[config.mk]
export PLATFORM = sky130hd
export DESIGN_NAME = inj_frame_asm
export DESIGN_NICKNAME = d
export VERILOG_FILES = /design/src/rtl/inj_frame_asm.sv
export SDC_FILE = /design/constraint.sdc
export NUM_CORES = 1
export LEC_CHECK = 0
export BUFFER_PORTS_ARGS = -buffer_cell sky130_fd_sc_hd__buf_4
export CAP_MARGIN = 25
export CORE_AREA = 2 2 79 97
export CTS_CLUSTER_SIZE = 8
export DETAILED_ROUTE_END_ITERATION = 10
export DIE_AREA = 0 0 81 99
export GPL_ROUTABILITY_DRIVEN = 1
export GPL_TIMING_DRIVEN = 0
export PLACE_DENSITY = 0.76
export SKIP_CTS_REPAIR_TIMING = 1
export SLEW_MARGIN = 10
export SYNTH_ARGS = -nofsm -noshare
export SYNTH_HDL_FRONTEND = slang
export SYNTH_SLANG_ARGS = --single-unit
[constraint.sdc]
create_clock -name clk -period 1.48 [get_ports clk]
set_input_delay 0.148 -clock clk [delete_from_list [all_inputs] [get_ports clk]]
set_output_delay 0.148 -clock clk [all_outputs]
set_load 0.01 [all_outputs]
[src/rtl/inj_frame_asm.sv]
module inj_frame_asm #(
  parameter int HDR_WORDS = 2,
  parameter int GAP_W     = 3,
  parameter int SOF_BIT   = 18,
  parameter int EOF_BIT   = 19,
  parameter int VB_LSB    = 16,
  parameter int GAP_LSB   = 21
) (
  input  logic             clk,
  input  logic             rst_n,
  input  logic             ctl_we,
  input  logic [31:0]      ctl_wdata,
  input  logic             dat_we,
  input  logic [31:0]      dat_wdata,
  output logic             out_valid,
  output logic [31:0]      out_data,
  output logic [3:0]       out_keep,
  output logic             out_last,
  output logic             out_hdr,
  output logic [GAP_W-1:0] out_gap,
  output logic             err
);
  localparam int HCW = $clog2(HDR_WORDS + 2);
  localparam logic [HCW-1:0] HDR_INIT = HCW'(HDR_WORDS);

  typedef enum logic [1:0] {S_IDLE = 2'd0, S_OPEN = 2'd1, S_CRC = 2'd2} st_t;

  st_t              st_q, st_n;
  logic [HCW-1:0]   hl_q, hl_n;
  logic             hv_q, hv_n;
  logic [31:0]      hold_q, hold_n;
  logic [GAP_W-1:0] gap_q, gap_n;
  logic             err_q, err_n;
  logic             ov_n, ol_n, oh_n;
  logic [31:0]      od_n;
  logic [3:0]       ok_n;

  wire       is_sof = ctl_wdata[SOF_BIT];
  wire       is_eof = ctl_wdata[EOF_BIT];
  wire [1:0] vb     = ctl_wdata[VB_LSB +: 2];
  wire [3:0] vb_keep = (vb == 2'd0) ? 4'b1111 : 4'((5'd1 << vb) - 5'd1);

  always_comb begin
    st_n = st_q; hl_n = hl_q; hv_n = hv_q; hold_n = hold_q;
    gap_n = gap_q; err_n = err_q;
    ov_n = 1'b0; od_n = hold_q; ok_n = 4'b1111; ol_n = 1'b0; oh_n = 1'b0;

    if (ctl_we) begin
      if (is_sof) begin
        if (st_n != S_IDLE) err_n = 1'b1;
        st_n  = S_OPEN;
        hl_n  = HDR_INIT;
        hv_n  = 1'b0;
        gap_n = ctl_wdata[GAP_LSB +: GAP_W];
      end else if (is_eof && st_n == S_OPEN) begin
        if (hv_n) begin
          ov_n = 1'b1; od_n = hold_q; ok_n = vb_keep; ol_n = 1'b1;
          st_n = S_CRC;
        end else begin
          err_n = 1'b1;
          st_n  = S_IDLE;
        end
        hv_n = 1'b0;
      end
    end

    if (dat_we) begin
      case (st_n)
        S_IDLE: err_n = 1'b1;
        S_CRC:  st_n  = S_IDLE;
        default: begin
          if (hl_n != '0) begin
            ov_n = 1'b1; od_n = dat_wdata; oh_n = 1'b1;
            hl_n = hl_n - 1'b1;
          end else begin
            if (hv_n) begin
              ov_n = 1'b1; od_n = hold_q;
            end
            hold_n = dat_wdata;
            hv_n   = 1'b1;
          end
        end
      endcase
    end
  end

  always_ff @(posedge clk) begin
    if (!rst_n) begin
      st_q <= S_IDLE; hl_q <= '0; hv_q <= 1'b0; hold_q <= '0;
      gap_q <= '0; err_q <= 1'b0;
      out_valid <= 1'b0; out_data <= '0; out_keep <= 4'b1111;
      out_last <= 1'b0; out_hdr <= 1'b0;
    end else begin
      st_q <= st_n; hl_q <= hl_n; hv_q <= hv_n; hold_q <= hold_n;
      gap_q <= gap_n; err_q <= err_n;
      out_valid <= ov_n; out_data <= od_n; out_keep <= ok_n;
      out_last <= ol_n; out_hdr <= oh_n;
    end
  end

  assign out_gap = gap_q;
  assign err     = err_q;
endmodule


* Word level (Yosys, flattened, before mapping)
Cells that the tools add are included.
** Storage, ports and cells
- Output and inout port bits :: 43
- Logic and storage cells :: 69
- Register bits after elaboration :: 80
** Cells by class
- Bitwise gates (word level) :: 7
- Add/sub/neg operators :: 2
- Shift operators :: 1
- Muxes and demuxes :: 36
- Eq/ne operators :: 2
- Reductions and logical operators :: 10
** Operators by type and width (number)
- two-way mux 32 bit :: 3
- two-way mux 1 bit :: 22
- two-way mux 2 bit :: 11
- inverter 1 bit :: 7
- OR reduction 6 bit :: 1
- zero test 2 bit :: 2
- nonzero test 2 bit :: 2
- OR reduction 4 bit :: 1
- << shifter 1 x 2 -> 4 bit (first input constant) :: 1
- subtractor 4 x 1 -> 4 bit (second input constant) :: 1
- AND reduction 3 bit :: 1
- == test 2 x 1 -> 1 bit (second input constant) :: 1
- == test 2 bit (second input constant) :: 1
- AND reduction 2 bit :: 1
- OR reduction 2 bit :: 1
- subtractor 2 x 1 -> 2 bit (second input constant) :: 1
- logical AND 1 bit :: 1

* Longest topological paths before layout
Gate-level depths: netlist of the first run.
- Word-level depth :: 9
- Gate-level depth with buffers :: 7
- Gate-level depth less buffers :: 4

* Worst setup path before layout of the first run
Ideal clock, no wire load.
- Kind :: register to register
- From :: reg st_q[1]
- To :: reg out_hdr
- Clock period less this slack :: 1402 ps
- Buffers on the path :: 2
- Cell stages (with the launch flop) :: 7
- Arrival :: 1287 ps
- Data required time :: 1365 ps
- Library setup time :: 115 ps
- Setup slack :: 78 ps
- Cell sequence :: dfxtp_1 > nand3b_2 > a21oi_2 > nor3b_2 > buf_6 > buf_12 > and2_1
** On the way
- Word-level cells in the longest chain between the ends :: 7
- Elaborated cells on any way between the ends :: 8
- Those cells by class :: eq/ne: 2; mux: 3; reduce/logical: 3
** RTL lines
- from (decl) :: line 28 : st_t st_q, st_n;
- from (signal assigned) :: line 94 : st_q <= st_n; hl_q <= hl_n; hv_q <= hv_n; hold_q <= hold_n;
- == test 2 x 1 -> 1 bit :: line 55 : end else if (is_eof && st_n == S_OPEN) begin
- logical AND 1 bit :: line 55
- two-way mux 2 bit :: line 55
- two-way mux 2 bit :: line 49 : if (is_sof) begin
- two-way mux 2 bit (*) :: line 48 : if (ctl_we) begin
- == test 2 bit or zero test 2 bit (tied branches) :: line 68 : case (st_n)
- OR reduction 4 bit (no source line) (*)
- to (signal assigned) :: line 97 : out_last <= ol_n; out_hdr <= oh_n;
- to (decl) :: line 19 : output logic out_hdr,
Mark *: on every way between the ends. The rest lies on a longest branch, timed or not.
A chain may end at the register's enable or synchronous reset.

* Worst setup path in the final report of the first run
- From :: reg st_q[1]
- To :: reg out_data[7]
** On the way
- Word-level cells in the longest chain between the ends :: 9
- Elaborated cells on any way between the ends :: 10
- Those cells by class :: eq/ne: 2; mux: 5; reduce/logical: 3
** RTL lines
- == test 2 x 1 -> 1 bit :: line 55
- logical AND 1 bit :: line 55
- two-way mux 2 bit :: line 55
- two-way mux 2 bit :: line 49
- two-way mux 2 bit (*) :: line 48
- == test 2 bit or zero test 2 bit (tied branches) :: line 68
- OR reduction 2 bit (no source line) (*)
- two-way mux 32 bit (*) :: line 68
- two-way mux 32 bit (*) :: line 67 : if (dat_we) begin
- to (signal assigned) :: line 96 : out_valid <= ov_n; out_data <= od_n; out_keep <= ok_n;
- to (decl) :: line 16 : output logic [31:0] out_data,
Marked as above.

==> results of run 1 <==
## registers in the layout, indices dropped and copies added (netlist names)
name and cells:
out_keep 4, out_valid 1, out_data 32, out_last 1, out_gap 3, st_q 2
hl_q 2, err 1, hold_q 32, out_hdr 1, hv_q 1
## cell usage in the layout (no fill, tap or decap), drive strengths merged, types with 2 or more instances in the layout
cell type    instances
clkinv               2
dfxtp               80
dlygate4sd1          3
clkbuf              17
inv                  4
a21boi               4
and2                 2
buf                107
nand3b               2
a21oi                2
nor3b                3
nand2               77
mux2i               33
a31oi                3
o21ai               35
nand3               32
## final timing paths
path,from,end,slack [ns],cells after the start
worst min register to register,hold_q[25],hold_q[25],0.46,2
worst max register to register,st_q[1],out_data[7],0.06,6
worst max-delay path,st_q[1],out_data[7],0.06,6
worst min-delay path,ctl_wdata[16],out_keep[1],0.01,2
## cell type report
type	count	share of cell area
sequential	80	0.392
multi-input combinational	210	0.301
timing repair buffer	91	0.167
buffer	25	0.0579
clock buffer	12	0.0404
tap	90	0.0276
clock inverter	3	0.00980
inverter	4	0.00368
## kinds of logic after synthesis
logic type | after synthesis | share of synthesized area
AOI/OAI and AO/OA | 51 | 0.0970
DFF | 80 | 0.526
muxes | 33 | 0.108
xor gates and xnor gates | 1 | 0.00288
and+or+nand+nor | 124 | 0.185
buffers and inverters | 29 | 0.0797
other | 1 | 0.00123
## through the flow
stage / hold WS [ns] / utilization / area (um2) / TNS, ns
after floorplan: 0.231 / - / 3050 / 0
after global placement: 0.358 / 0.536 / 3790 / -0.793
after detailed placement: 0.366 / 0.536 / 3790 / -2.95
after CTS: 0.00290 / 0.566 / 3990 / -3.04
after global routing: 0.00249 / 0.578 / 4080 / -0.0506
final: 0.0118 / 0.578 / 4080 / 0
## routing by layer
metal / wire length [um] / up-vias / GRT usage / part of all wire
met5: 0 / - / 0 / 0
met4: 132 / 0 / 0.0769 / 0.019
li1: - / 1288 / - / -
met1: 2930 / 1202 / 0.209 / 0.43
met3: 386 / 13 / 0.0412 / 0.057
met2: 3340 / 67 / 0.294 / 0.49
## report_power, final
group	switching, mW	internal (mW)
clock network	0.735	0.903
logic	0.218	0.224
registers	0.0178	2.20
## worst max-delay path: stages, from the launching register on
cell and delay [ns]:
dfxtp_2 0.35, nand3b_4 0.16, a21oi_2 0.09, nor3b_2 0.19
buf_6 0.17, buf_12 0.15, mux2i_2 0.24
==> flow_metrics.tcl, run 1 <==
set metrics [dict create \
    syn_area_um2 3050 \
    drt_iter0_drc 124 \
    place_congestion 0.855 \
    finalCritPeriodShare 0.957 \
    grt-ovfl-total 0 \
    ys_ff_latch 80 \
    die_area_um2 8020 \
    vias 2570 \
    cp_data_arrival_time_ns 1.68 \
    clk_pin_slew_ns 0.08 \
    yosysTopAreaCellShare 0.526 \
    synth_area_leader_cell "dfxtp_1" \
    finalHoldViolCount 0 \
    syn_avg_cell_area_um2 9.55 \
    grtUsageTotal 0.175 \
    synth_nets 387 \
    crit_path_start_kind "flop" \
    die-width_um 81 \
    dp.cells 493 \
    antenna_left 0 \
    io_pins 111 \
    hold_path_class "primary input to flop" \
    status "finished clean" \
    instances_no_fill 515 \
    setup_slack_ns 0.0631 \
    yosysMostFrequentCell "dfxtp_1" \
    yosys-top-cells-count "dfxtp_1 (80), nand2_1 (77), mux2i_1 (33)" \
    insertion_delay_ns 0.34 \
    dr.pass1.iters 4 \
    clock_skew_ns 0.00782 \
    cts_made_buffers 9 \
    timing_worst_setup_path_type "flop to flop" \
    core_area_um2 7060 \
    worstPathMaxFanout 10 \
    yosys_most_used_dff "dfxtp_1" \
    synthArstFlopShare 0 \
    port_buffers 84 \
    grt_pass1_vias 2425 \
    htreeDepth 3 \
    power.density_nw_per_um2 1050 \
    synthDistinctLibCells 42 \
    regArea_um2 1600 \
    diodes 0 \
    area_delta_synth_final_pct 34.1 \
    grt_pass1_wl_mm 10.9 \
    p_total_mw 4.30 \
    yosysSeqAreaShare 0.526 \
    final.min_clock_period_ns 1.42 \
    grt_max_degree 13 \
    synthTopCellsByArea "dfxtp_1 (53%), mux2i_1 (11%), nand2_1 (9.5%)" \
    drive_above_1_share 0.320 \
    clockBufferDepth 2 \
    die_h_um 99 \
    dp_hpwl_mm 4.84 \
    final_nets 489 \
    drcViolationCount 0 \
    n_fill_cell 633 \
    synth_edf_count 0 \
    cts_tree "built" \
    syn_inst 319 \
    grt_antenna_before_repair 0 \
    rows 34 \
    required_ns 1.74 \
    routedWlPerCell_um 13.2 \
    max_freq_mhz 706 \
    start_util 0.431 \
    cts_root_buffer "clkbuf_8" \
    finalWirelength_mm 6.79 \
    slew_violations 0 \
    p_leak_nw 1.72 \
    viasPerCell 4.99 \
    multi_input_comb_area_um2 1230 \
    setup_viol 0 \
    yosysWarnings 0 \
    numClockSinks 80 \
    vdd_drop_max_v 0.000706 \
    cp-end-kind "flop" \
    dp_slack_ns -0.105 \
    maxCapViolCount 0 \
]
Note: power is estimated with default switching activity, not from simulation.
==> run 2: changes to the inputs <==
CORE_AREA = 2 2 78 95   (was 2 2 79 97)
CTS_BUF_LIST = sky130_fd_sc_hd__clkbuf_4   (was unset)
DIE_AREA = 0 0 80 97   (was 0 0 81 99)
PLACE_DENSITY = 0.78   (was 0.76)
==> run 2 against run 1 <==
Compared with the run above: the flow now finishes with violations (hold timing); hold slack got worse by 0.035 ns; die area down 3.2%; sequential power hardly changed; maximum frequency down 3.4%; register-to-register slack lost 0.05 ns; total power rose by 5.1%; clock-buffer cell count decreased by 3.
==> flow_metrics.tcl, run 2 (synthesis results as in run 1) <==
set metrics [dict create \
    viasPerCell 5.03 \
    numClockSinks 80 \
    place_congestion 0.860 \
    maxCapViolCount 0 \
    diodes 0 \
    worstPathMaxFanout 10 \
    multi_input_comb_area_um2 1250 \
    cts_root_buffer "clkbuf_4" \
    start_util 0.450 \
    crit_path_start_kind "flop" \
    final.min_clock_period_ns 1.47 \
    clockBufferDepth 2 \
    routedWlPerCell_um 13.8 \
    final_cell_mix "buf_4 (89), dfxtp_1 (79), nand2_1 (77)" \
    setup_viol 0 \
    final_util 0.670 \
    dr.pass1.iters 4 \
    power.density_nw_per_um2 997 \
    p_leak_nw 1.90 \
    htreeDepth 3 \
    die_area_um2 7760 \
    grtUsageTotal 0.182 \
    p_comb_frac 0.121 \
    finalWirelength_mm 7.62 \
    core_area_um2 6770 \
    dp_hpwl_mm 4.87 \
    grt_antenna_before_repair 0 \
    fin_hold_ws_ns -0.0237 \
    grt_pass1_vias 2503 \
    timing_worst_setup_path_type "flop to flop" \
    rows 33 \
    grt_pass1_wl_mm 11.2 \
    ff2ff_setup_slack_ns 0.01 \
    final_common_cell "buf_4" \
    crit_chain "nand3b_4 > and4_1 > buf_6 > clkbuf_4 > o21ai_0" \
    crit_family "simple AND/OR/NAND/NOR gates" \
    drt_iter0_drc 142 \
    antenna_left 0 \
    intPower_mw 3.52 \
    max_stage_delay_ns 0.37 \
    clock_skew_ns 0.0117 \
    cts_tree "built" \
    vias 2770 \
    io_pins 111 \
    clock_power_share 0.387 \
    vdd_drop_max_v 0.000657 \
    reg_top3 "hold_q: 32 flops, out_data: 32 flops, out_keep: 4 flops" \
    critPathBufInv 2 \
    finalCritPeriodShare 0.991 \
    cts_made_buffers 9 \
    p_total_mw 4.52 \
    required_ns 1.81 \
    insertion_delay_ns 0.42 \
    grt-ovfl-total 0 \
    die-width_um 80 \
    finalHoldViolCount 1 \
    die_h_um 97 \
    cp_data_arrival_time_ns 1.79 \
    hold_path_class "primary input to flop" \
    p_sw_mw 1.00 \
    regArea_um2 1610 \
    cp-end-kind "flop" \
    area_delta_synth_final_pct 49.0 \
    clk_pin_slew_ns 0.12 \
    violations "hold timing" \
    status "finished with violations" \
    drive_above_1_share 0.295 \
    final_nets 528 \
    n_fill_cell 558 \
    worst_path_max_delay_cell "dfxtp_4" \
    max_freq_mhz 682 \
    grt_max_degree 14 \
    slew_violations 0 \
    drcViolationCount 0 \
    p_sw_frac 0.221 \
    port_buffers 84 \
    p_seq_frac 0.491 \
]
## run 2: power by group through the flow
stage / combinational (mW) / sequential [mW] / clock, mW
final: 0.549 / 2.22 / 1.75
after global routing: 0.595 / 2.23 / 1.86
after CTS: 0.426 / 2.22 / 1.78
after detailed placement: 0.425 / 2.27 / 0
after global placement: 0.414 / 2.27 / 0
after floorplan: 0.206 / 2.29 / 0
## run 2: metrics by stage
step	cell area, um2	instances	TNS (ns)	hold slack [ns]	setup WS [ns]
detailed placement	3780	490	-4.40	0.367	-0.127
CTS	3990	505	-5.56	-0.0890	-0.146
global route	4540	551	-0.189	0.00410	-0.0460
global placement	3780	490	-0.777	0.359	-0.0489
floorplan	3050	319	0	0.231	0.0784
finish	4540	551	0	-0.0237	0.0127
## run 2: final cells by class
cell class | count | area share
well taps | 87 | 0.0240
inverters | 4 | 0.00331
repair buffers | 130 | 0.247
multi-input cells | 210 | 0.275
clock buffers | 9 | 0.0149
clock inverters | 6 | 0.0292
flip-flops and latches | 80 | 0.354
plain buffers | 25 | 0.0530
## run 2: worst register-to-register path: stages (launching register included)
cell	delay (ns)
dfxtp_4	0.37
nand3b_4	0.20
and4_1	0.24
buf_6	0.14
clkbuf_4	0.18
o21ai_0	0.25
## run 2: worst paths after layout
check,to,cells past startpoint,start
hold / removal,out_gap[1],3,ctl_wdata[22]
setup / recovery,hold_q[13],5,st_q[1]
hold reg to reg,out_data[10],2,hold_q[10]
setup reg to reg,hold_q[13],5,st_q[1]
## run 2: routing by layer
layer	GRT usage	up-vias	wire (um)
li1	-	1371	-
met1	0.217	1282	3200
met2	0.298	105	3840
met3	0.0625	12	472
met4	0.0691	0	107
met5	0	-	0
==> run 3: changes to the inputs <==
CORE_AREA = 2 2 119 63   (was 2 2 78 95)
DIE_AREA = 0 0 121 65   (was 0 0 80 97)
==> run 3 against run 2 <==
Compared with the run above: the flow now finishes without violations; highest routed layer unchanged; die area rose by 1.4%; sequential power barely moved; largest cell class unchanged; global-route usage rose by 1.6 points; sequential share of layout area rose by 0.37 points; combinational power barely moved; cell count rose by 1.8%; hold slack improved by 0.045 ns; clock skew rose by 0.00053 ns; setup slack got worse by 0.0030 ns; maximum frequency fell by 0.21%; critical path depth did not move.
==> flow_metrics.tcl, run 3 (synthesis results as in run 1) <==
set metrics [dict create \
    clock_skew_ns 0.0123 \
    cp-end-kind "flop" \
    drcViolationCount 0 \
    status "finished clean" \
    die_area_um2 7870 \
    cts_root_buffer "clkbuf_4" \
    cp.depth 5 \
    viasPerCell 4.98 \
    finalHoldViolCount 0 \
    worst_path_max_delay_cell "dfxtp_2" \
    drt_iter0_drc 203 \
    final_cell_mix "buf_4 (91), dfxtp_1 (78), nand2_1 (77)" \
    cts_made_buffers 9 \
    reg2reg_depth 5 \
    final.min_clock_period_ns 1.47 \
    critPathBufInv 2 \
    htreeDepth 3 \
    placed_area_um2 3800 \
    finalWirelength_mm 8.11 \
    clockBufferDepth 2 \
    grtUsageTotal 0.198 \
    p_comb_frac 0.125 \
    clock_power_share 0.366 \
    grt_pass1_vias 2402 \
    p_sw_mw 1.01 \
    crit_chain "a211oi_2 > and4_1 > buf_6 > clkbuf_4 > o21ai_0" \
    dp_hpwl_mm 5.44 \
    p_leak_nw 1.88 \
    rsz0062_at_grt "true" \
    crit_path_start_kind "flop" \
    port_buffers 84 \
    area_delta_synth_final_pct 47.5 \
    setup_viol 0 \
    vdd_drop_max_v 0.000642 \
    slew_violations 0 \
    die_h_um 65 \
    final_nets 527 \
    p_total_mw 4.38 \
    die-width_um 121 \
    reg_top3 "hold_q: 32 flops, out_data: 32 flops, out_keep: 4 flops" \
    antenna_left 0 \
    final_area_um2 4490 \
    max_stage_delay_ns 0.35 \
    core_area_um2 6960 \
    start_util 0.437 \
    final_common_cell "buf_4" \
    grt_max_degree 14 \
    grt-ovfl-total 0 \
    place_congestion 0.871 \
    max_freq_mhz 680 \
    clk_pin_slew_ns 0.12 \
    numClockSinks 80 \
    routedWlPerCell_um 14.5 \
    grt_antenna_before_repair 0 \
    hold_path_class "primary input to flop" \
    worstPathMaxFanout 10 \
    crit_family "compound AO/OA/AOI/OAI gates" \
    intPower_mw 3.37 \
    min_path_cells 3 \
    vias 2791 \
    drive_above_1_share 0.304 \
    timing_worst_setup_path_type "flop to flop" \
    dr.pass1.iters 4 \
    maxCapViolCount 0 \
    grt_pass1_wl_mm 11.7 \
    insertion_delay_ns 0.44 \
    required_ns 1.80 \
    power.density_nw_per_um2 974 \
    rows 22 \
    cp_data_arrival_time_ns 1.79 \
    finalCritPeriodShare 0.993 \
    p_seq_frac 0.508 \
    p_sw_frac 0.230 \
    cts_tree "built" \
    io_pins 111 \
]
[run 3: cell types whose count changed in the layout (fill, tap and decap cells not counted), moves of 2 or more]
cell	previous run	this run
mux2i_2	2	5
clkinv_2	0	2
mux2i_1	30	27
clkbuf_16	2	0
buf_4	89	91
[run 3: cell type report]
| type | instances | area [um2] |
|---|---|---|
| multi-input combinational | 210 | 1260 |
| fill | 592 | 2470 |
| antenna | 1 | 2.50 |
| clock buffer | 10 | 75.1 |
| clock inverter | 6 | 108 |
| buffer | 25 | 240 |
| inverter | 4 | 15.0 |
| tap | 96 | 120 |
| timing repair buffer | 129 | 1070 |
| sequential | 80 | 1610 |
[run 3: final timing paths]
kind,start,slack (ns),to
setup / recovery,hl_q[1],0.01,hold_q[18]
hold / removal,ctl_wdata[19],0.02,st_q[1]
setup reg to reg,hl_q[1],0.01,hold_q[18]
hold reg to reg,hold_q[25],0.47,hold_q[25]
[run 3: worst register-to-register path: cells and delay by family, from the launching register on]
| family | cells | cell delay (ns) |
|---|---|---|
| AO/OA/AOI/OAI | 2 | 0.37 |
| flip-flops | 1 | 0.35 |
| buffers and inverters | 2 | 0.37 |
| AND/OR/NAND/NOR | 1 | 0.27 |
[run 3: power groups by stage]
stage               sequential (mW)  clock (mW)  combinational (mW)
floorplan                      2.29           0               0.206
global placement               2.27           0               0.421
detailed placement             2.27           0               0.430
CTS                            2.22        1.64               0.432
global route                   2.23        1.75               0.592
finish                         2.22        1.60               0.549
[run 3: through the flow]
step | setup TNS (ns) | instances | hold WS [ns] | util | setup WS (ns)
2_1_floorplan | 0 | 319 | 0.231 | - | 0.0784
3_3_place_gp | -2.57 | 499 | 0.359 | 0.545 | -0.102
3_5_place_dp | -4.97 | 499 | 0.367 | 0.545 | -0.148
4_1_cts | -6.77 | 515 | -0.124 | 0.571 | -0.176
5_1_grt | -1.31 | 560 | 0.0169 | 0.645 | -0.0681
6_report | 0 | 561 | 0.0218 | 0.645 | 0.00967
[run 3: routing by layer]
layer / GRT usage / vias to the layer above / share of wire
met3: 0.0783 / 15 / 0.067
met4: 0.0610 / 0 / 0.013
met1: 0.275 / 1303 / 0.48
met5: 0 / - / 0
li1: - / 1369 / -
met2: 0.280 / 104 / 0.44
